**src/rtl/bse_pkg.sv**
```systemverilog
package bse_pkg;

    localparam int unsigned N_EVT  = 7;
    localparam int unsigned DATA_W = 8;
    localparam int unsigned CTL_W  = 2;

    localparam logic [CTL_W-1:0] CTL_IDLE   = 2'b00;
    localparam logic [CTL_W-1:0] CTL_STATUS = 2'b01;

    typedef enum int unsigned {
        EV_BUS_RESET = 0,
        EV_ARB_ODD   = 1,
        EV_ARB_EVEN  = 2,
        EV_CYC_ODD   = 3,
        EV_CYC_EVEN  = 4,
        EV_SUB_GAP   = 5,
        EV_IF_RESET  = 6
    } evt_idx_e;

    typedef struct packed {
        logic [CTL_W-1:0]  ctl;
        logic [DATA_W-1:0] dat;
    } status_word_t;

    // Mask of events that survive an inactive or resetting interface.
    function automatic logic [N_EVT-1:0] keep_mask();
        logic [N_EVT-1:0] m;
        m = '0;
        m[EV_BUS_RESET] = 1'b1;
        return m;
    endfunction

endpackage

```
**src/rtl/bse_pending.sv**
```systemverilog
module bse_pending
    import bse_pkg::*;
#(
    parameter int unsigned NE = N_EVT
) (
    input  logic          clk,
    input  logic          rst,
    input  logic [NE-1:0] evt_i,
    input  logic          link_active_i,
    input  logic          rx_hold_i,
    input  logic          block_i,
    output logic [NE-1:0] grant_o
);

    logic [NE-1:0] pend_q;
    logic [NE-1:0] cand;
    logic [NE-1:0] first;
    logic [NE:0]   seen;
    logic          may_issue;
    logic          drop;

    assign cand      = pend_q | evt_i;
    assign drop      = !link_active_i || block_i;
    assign may_issue = !drop && !rx_hold_i;

    // Lowest-index-first priority chain.
    assign seen[0] = 1'b0;
    for (genvar i = 0; i < NE; i++) begin : g_prio
        assign first[i]  = cand[i] && !seen[i];
        assign seen[i+1] = seen[i] || cand[i];
    end

    assign grant_o = may_issue ? first : '0;

    always_ff @(posedge clk) begin
        if (rst) begin
            pend_q <= '0;
        end else if (drop) begin
            pend_q <= cand & keep_mask();
        end else begin
            pend_q <= cand & ~grant_o;
        end
    end

endmodule

```
**src/rtl/bse_drive.sv**
```systemverilog
module bse_drive
    import bse_pkg::*;
#(
    parameter int unsigned NE = N_EVT,
    parameter int unsigned DW = DATA_W
) (
    input  logic             clk,
    input  logic             rst,
    input  logic [NE-1:0]    grant_i,
    output logic [CTL_W-1:0] ctl_o,
    output logic [DW-1:0]    dat_o,
    output logic             if_reset_o,
    output logic             flush_o,
    output logic             block_o
);

    localparam int unsigned RSV_W = DW - NE;

    status_word_t word_q;
    logic         ifr_q;
    logic         flush_q;
    logic         ifr_rpt;

    assign ifr_rpt = (word_q.ctl == CTL_STATUS) && word_q.dat[EV_IF_RESET];

    always_ff @(posedge clk) begin
        if (rst) begin
            word_q  <= '{ctl: CTL_IDLE, dat: '0};
            ifr_q   <= 1'b0;
            flush_q <= 1'b0;
        end else begin
            if (|grant_i) begin
                word_q.ctl <= CTL_STATUS;
                word_q.dat <= {{RSV_W{1'b0}}, grant_i};
            end else begin
                word_q.ctl <= CTL_IDLE;
                word_q.dat <= '0;
            end
            flush_q <= grant_i[EV_BUS_RESET];
            ifr_q   <= ifr_rpt;
        end
    end

    assign ctl_o      = word_q.ctl;
    assign dat_o      = word_q.dat;
    assign if_reset_o = ifr_q;
    assign flush_o    = flush_q;
    assign block_o    = ifr_rpt || ifr_q;

endmodule

```
**src/rtl/bus_status_encoder.sv**
```systemverilog
module bus_status_encoder
    import bse_pkg::*;
(
    input  logic              clk,
    input  logic              rst,
    input  logic              link_active_i,
    input  logic              rx_hold_i,
    input  logic [N_EVT-1:0]  evt_i,
    output logic [CTL_W-1:0]  ctl_o,
    output logic [DATA_W-1:0] dat_o,
    output logic              if_reset_o,
    output logic              flush_o
);

    logic [N_EVT-1:0] grant;
    logic             block;

    bse_pending #(.NE(N_EVT)) u_pend (
        .clk           (clk),
        .rst           (rst),
        .evt_i         (evt_i),
        .link_active_i (link_active_i),
        .rx_hold_i     (rx_hold_i),
        .block_i       (block),
        .grant_o       (grant)
    );

    bse_drive #(.NE(N_EVT), .DW(DATA_W)) u_drv (
        .clk        (clk),
        .rst        (rst),
        .grant_i    (grant),
        .ctl_o      (ctl_o),
        .dat_o      (dat_o),
        .if_reset_o (if_reset_o),
        .flush_o    (flush_o),
        .block_o    (block)
    );

endmodule

```
**config.mk**
```make
export PLATFORM = sky130hd
export DESIGN_NAME = bus_status_encoder
export DESIGN_NICKNAME = d
export VERILOG_FILES = /design/src/rtl/bse_pkg.sv /design/src/rtl/bse_pending.sv /design/src/rtl/bse_drive.sv /design/src/rtl/bus_status_encoder.sv
export SDC_FILE = /design/constraint.sdc
export NUM_CORES = 1
export LEC_CHECK = 0
export ABC_AREA = 1
export CAP_MARGIN = 15
export CORE_MARGIN = 8
export CORE_UTILIZATION = 44
export CTS_CLUSTER_DIAMETER = 150
export DETAILED_ROUTE_END_ITERATION = 6
export GPL_TIMING_DRIVEN = 0
export PLACE_DENSITY = 0.81
export SYNTH_ARGS = -nofsm -noshare
export SYNTH_HDL_FRONTEND = slang
export SYNTH_HIERARCHICAL = 1
export SYNTH_SLANG_ARGS = --single-unit
```
**constraint.sdc**
```tcl
create_clock -name clk -period 1.6 [get_ports clk]
set_input_delay 0.4 -clock clk [delete_from_list [all_inputs] [get_ports clk]]
set_output_delay 0.4 -clock clk [all_outputs]
set_load 0.005 [all_outputs]
```
# Yosys cells after proc, flatten, opt, wreduce, memory -nomap -nowiden
# Index checks and enable logic that the tools add are counted.
classes:
  n_eq_ne: 1
  mux: 3
  bitwise_logic: 4
  n_reduce_logical: 27
ops:
  columns: ["cell", "n"]
  rows:
  - ["logical NOT 1 bit", 9]
  - ["2-to-1 mux 9 bit", 1]
  - ["logical AND 1 bit", 8]
  - ["AND 7 bit", 1]
  - ["logical OR 1 bit", 7]
  - ["2-to-1 mux 7 bit", 1]
  - ["NOT 7 bit", 1]
  - ["bitwise OR 7 bit", 1]
  - ["OR reduction 7 bit", 1]
  - ["OR reduction 2 bit", 2]
  - ["== test 2 x 1 -> 1 bit (second input constant)", 1]
  - ["2-to-1 mux 1 bit", 1]
  - ["NOT 1 bit", 1]
totals:
  ff_bits: 19
  input_bits: 11
  word_cells: 42

# Logic depth before layout (Yosys ltp)
logic_depth:
  word_depth: 12
  mapped_depth: 11

# Hierarchy
# Netlist, hierarchy kept.
by_module_without_submodules:
  columns: ["module", "n_inst", "cells_per_inst", "area_each_um2", "seq_area_each_um2"]
  rows:
  - ["bse_pending", 1, 53, 409.1, 140.1]
  - ["bse_drive", 1, 40, 340.3, 200.2]

# Least setup slack after synthesis
# Ideal clock, no wire load.
synth_timing:
  kind: "register to register"
  from: "register u_drv.word_q (netlist bit u_drv/dat_o[6])"
  to: "register u_drv.word_q (netlist bit u_drv/dat_o[3])"
  t_arrival_ps: 1224
  slack_ps: 256
  stages_incl_launch_ff: 12
  period_less_slack_ps: 1344
  path_cell_list: "dfxtp_1 -> inv_1 -> o21bai_1 -> inv_2 -> nand3_4 -> nor2_8 -> nand3_2 -> inv_1 -> nor2_1 -> nand2_1 -> nor2_4 -> nor3_1"
synth_via:
  elab_chain_cells: 9
synth_rtl:
  columns: ["element", "line", "text"]
  rows:
  - ["start: declaration", "bse_drive.sv:19", "status_word_t word_q;"]
  - ["start signal: assignment", "bse_drive.sv:28", "word_q <= '{ctl: CTL_IDLE, dat: '0};"]
  - ["logical AND 1 bit", "bse_drive.sv:24", "assign ifr_rpt = (word_q.ctl == CTL_STATUS) && word_q.dat[EV_IF_RESET];"]
  - ["logical OR 1 bit", "bse_drive.sv:48", "assign block_o = ifr_rpt || ifr_q;"]
  - ["named net block", "bus_status_encoder.sv:16", "logic block;"]
  - ["logical OR 1 bit", "bse_pending.sv:23", "assign drop = !link_active_i || block_i;"]
  - ["logical NOT 1 bit", "bse_pending.sv:24", "assign may_issue = !drop && !rx_hold_i;"]
  - ["logical AND 1 bit", "bse_pending.sv:24", null]
  - ["2-to-1 mux 7 bit", "bse_pending.sv:33", "assign grant_o = may_issue ? first : '0;"]
  - ["named net grant[6]", "bus_status_encoder.sv:15", "logic [N_EVT-1:0] grant;"]
  - ["OR reduction 7 bit", "bse_drive.sv:32", "if (|grant_i) begin"]
  - ["NOT 1 bit (no line)", null, null]
  - ["OR reduction 2 bit (no line)", null, null]
# The timed path passes the listed nets, and every way through them passes these cells.
# A chain may end at the register's enable or synchronous reset.

# Worst setup path in the final report
layout_timing:
  from: "input port evt_i[1]"
  to: "register u_drv.word_q (netlist bit u_drv/dat_o[1])"
layout_via:
  elab_cells_between_ends: 21
layout_rtl:
  columns: ["element", "line", "text"]
  rows:
  - ["start: declaration", "bus_status_encoder.sv:8", "input logic [N_EVT-1:0] evt_i,"]
  - ["bitwise OR 7 bit", "bse_pending.sv:22", "assign cand = pend_q | evt_i;"]
  - ["logical OR 1 bit (2 in series)", "bse_pending.sv:30", "assign seen[i+1] = seen[i] || cand[i];"]
  - ["logical NOT 1 bit", "bse_pending.sv:29", "assign first[i] = cand[i] && !seen[i];"]
  - ["logical AND 1 bit", "bse_pending.sv:29", null]
  - ["2-to-1 mux 7 bit", "bse_pending.sv:33", null]
  - ["named net grant[3]", "bus_status_encoder.sv:15", null]
  - ["OR reduction 7 bit", "bse_drive.sv:32", null]
  - ["NOT 1 bit (no line)", null, null]
  - ["OR reduction 2 bit (no line)", null, null]
# The timed path passes the listed nets, and every way through them passes these cells.

==> metrics <==
outcome finished, final reports clean; Fin. Hold Viols 0; fin cells 142; leading area contributor after synthesis dfxtp_1; Synth Register Bits 17; arrival time at the worst endpoint 1.78 ns; register area share after synthesis 45.4%; Pwr Total 0.798 mW; distinct cell type count after synthesis 21; design area 1130 µm²; Iteration-0 DRC Markers 3; number of fill cells in the layout 133; Final setup viols 0; gpl congestion 0.817; CTS tree built; Critical Path RT 1.81 ns; Post-synth top cells nor2_1, dfxtp_1, inv_1; most used cell, CP nor2_2; initial antenna violation count 0; Core Region 1670 µm²; maxcap violations 0; clk slew on worst S/H paths 0.10 ns; async set-reset flop share out of synthesis 0%; worst-path maximum fanout 6; antenna-violating nets left 0; Worst setup SP type input pin; pins over their slew limit 0; Final #Nets 137; crit path cell chain clkdlybuf4s50_1, nor2_2, nand2_4, nor2_8, inv_2, nor3_4, nor2_2, nand2_2, nor2_4, nor3_1; total global routing overflow 0; largest net degree at the start of global routing 11; drt wl/cell 11.5 µm; Synth area leaders dfxtp_1, nor2_1, inv_1; slowest CP cell clkdlybuf4s50_1; Tmin final 1.57 ns; Post-synth EDFFs 0; vias 635; VDD IR-drop max 0.564 mV; htree depth 1; RSZ-0062 raised after global routing yes; initial core utilization 44.9%; vias in the first global route 593; Antenna diodes 0; num ports 23; WS Path Type in -> reg; setup TNS 0 ns; DR pass1 iterations 2; Clock Path Buffers 2; Die Y 57.3 µm; crit end category flip-flop; layout cells sized above 1 37.6%; fmax 638 MHz; drt total wl 1.63 mm; hpwl dp 1.17 mm; count leader, synth nor2_1; GRT Total Usage 9.91%; Die Footprint 3280 µm²; Worst path max stage delay 0.42 ns; Synth-to-Final Area Change 50.4%; Clk Latency, worst-skew pair 0.28 ns; synthesized cell area 749 µm²; Synth top area share 45.4%; vias per cell 4.47; yosys warns 6; Avg Inst Size Synth 8.06 µm²; clock sink count 17; DRC violations left 0; Die W 57.3 µm; Rows 15; worst min path class reg -> reg; P_leak 0.516 nW; Cell Area, Placed 975 µm²; total CTS buffers 3; power per standard cell area 708 nW/µm²; # port buffers 20; Tcrit/Tclk final 98.0%; ys flop type dfxtp_1; Placed Instances 131; Root Driver clkbuf_4; Gate Count Post-Synth 93; Worst Skew 0.00135 ns; first-pass GRT wire length 2.55 mm
==> through the flow <==
| stage | setup WS [ns] | hold slack, ns | utilization, % |
|---|---|---|---|
| floorplan | 0.256 | 0.446 | - |
| global placement | -0.293 | 0.440 | 58.4 |
| detailed placement | -0.351 | 0.456 | 58.4 |
| CTS | 0.0102 | 0.473 | 61.0 |
| global route | -0.0632 | 0.469 | 67.5 |
| finish | 0.0322 | 0.442 | 67.5 |
==> cells in the final DEF (no fill, tap or decap), types with 3 or more instances in the layout <==
cell type        instances
buf_4                    9
clkbuf_4                 3
clkdlybuf4s50_1         18
dfxtp_1                 14
dfxtp_2                  3
inv_1                   13
inv_2                    6
nand2_1                  5
nor2_1                  15
nor2_2                   5
nor2_4                   5
nor3_1                   6
nor3_2                   3
==> registers in the layout, summed over array words and instances (netlist names) <==
| signal | count |
|---|---|
| u_pend/pend_q | 7 |
| u_drv/if_reset_o | 1 |
| u_drv/ctl_o | 1 |
| u_drv/flush_o | 1 |
| u_drv/dat_o | 7 |
==> final timing paths <==
check | end | slack [ns] | startpoint | cells past startpoint
setup / recovery | u_drv/dat_o[1] | 0.03 | evt_i[1] | 10
hold / removal | u_drv/if_reset_o | 0.44 | u_drv/ctl_o[0] | 2
setup reg to reg | u_drv/ctl_o[0] | 0.08 | u_drv/dat_o[6] | 10
hold reg to reg | u_drv/if_reset_o | 0.44 | u_drv/ctl_o[0] | 2
==> cell families (layout without fill, tap and decap cells) <==
kind of cell           after synthesis  count (layout)  synth area share, %
AND/OR/NAND/NOR                     51              51                 39.7
buffers and inverters               22              53                 12.2
flip-flops                          17              17                 45.4
AO/OA/AOI/OAI                        2               2                 2.17
other                                1               2                0.500
==> critical path, delay by kind of cell <==
family	cells	cell delay (ns)
buffers and inverters	2	0.49
AND/OR/NAND/NOR	8	0.90
==> final cells by class <==
cell class / count / area (µm²) / share of cell area (%)
flip-flops and latches: 17 / 344 / 30.5
multi-input cells: 55 / 385 / 34.2
well taps: 17 / 21.3 / 1.89
repair buffers: 27 / 258 / 22.9
plain buffers: 3 / 20.0 / 1.78
inverters: 19 / 71.3 / 6.33
clock inverters: 1 / 5.00 / 0.444
clock buffers: 3 / 22.5 / 2.00
==> what timing repair did <==
item	in CTS	in global routing
gates cloned	0	0
pin swaps	3	8
buffers inserted	1	6
resized for setup	2	22
endpoints found under the setup margin	3	8
hold buffers	0	0
==> layer usage <==
| layer | vias to the layer above | global-route usage (%) | part of all wire [%] | wire, µm |
|---|---|---|---|---|
| met5 | - | 0 | 0 | 0 |
| met4 | 0 | 6.43 | 0.86 | 14 |
| met3 | 2 | 4.04 | 5.2 | 85 |
| met2 | 15 | 16.6 | 55 | 901 |
| met1 | 280 | 9.92 | 39 | 631 |
| li1 | 338 | - | - | - |
==> power breakdown <==
group / switching, mW / internal, mW
registers: 0.00595 / 0.436
logic: 0.0692 / 0.0655
clock network: 0.128 / 0.0927
total: 0.203 / 0.594
Note: power is estimated with default switching activity, not from simulation.
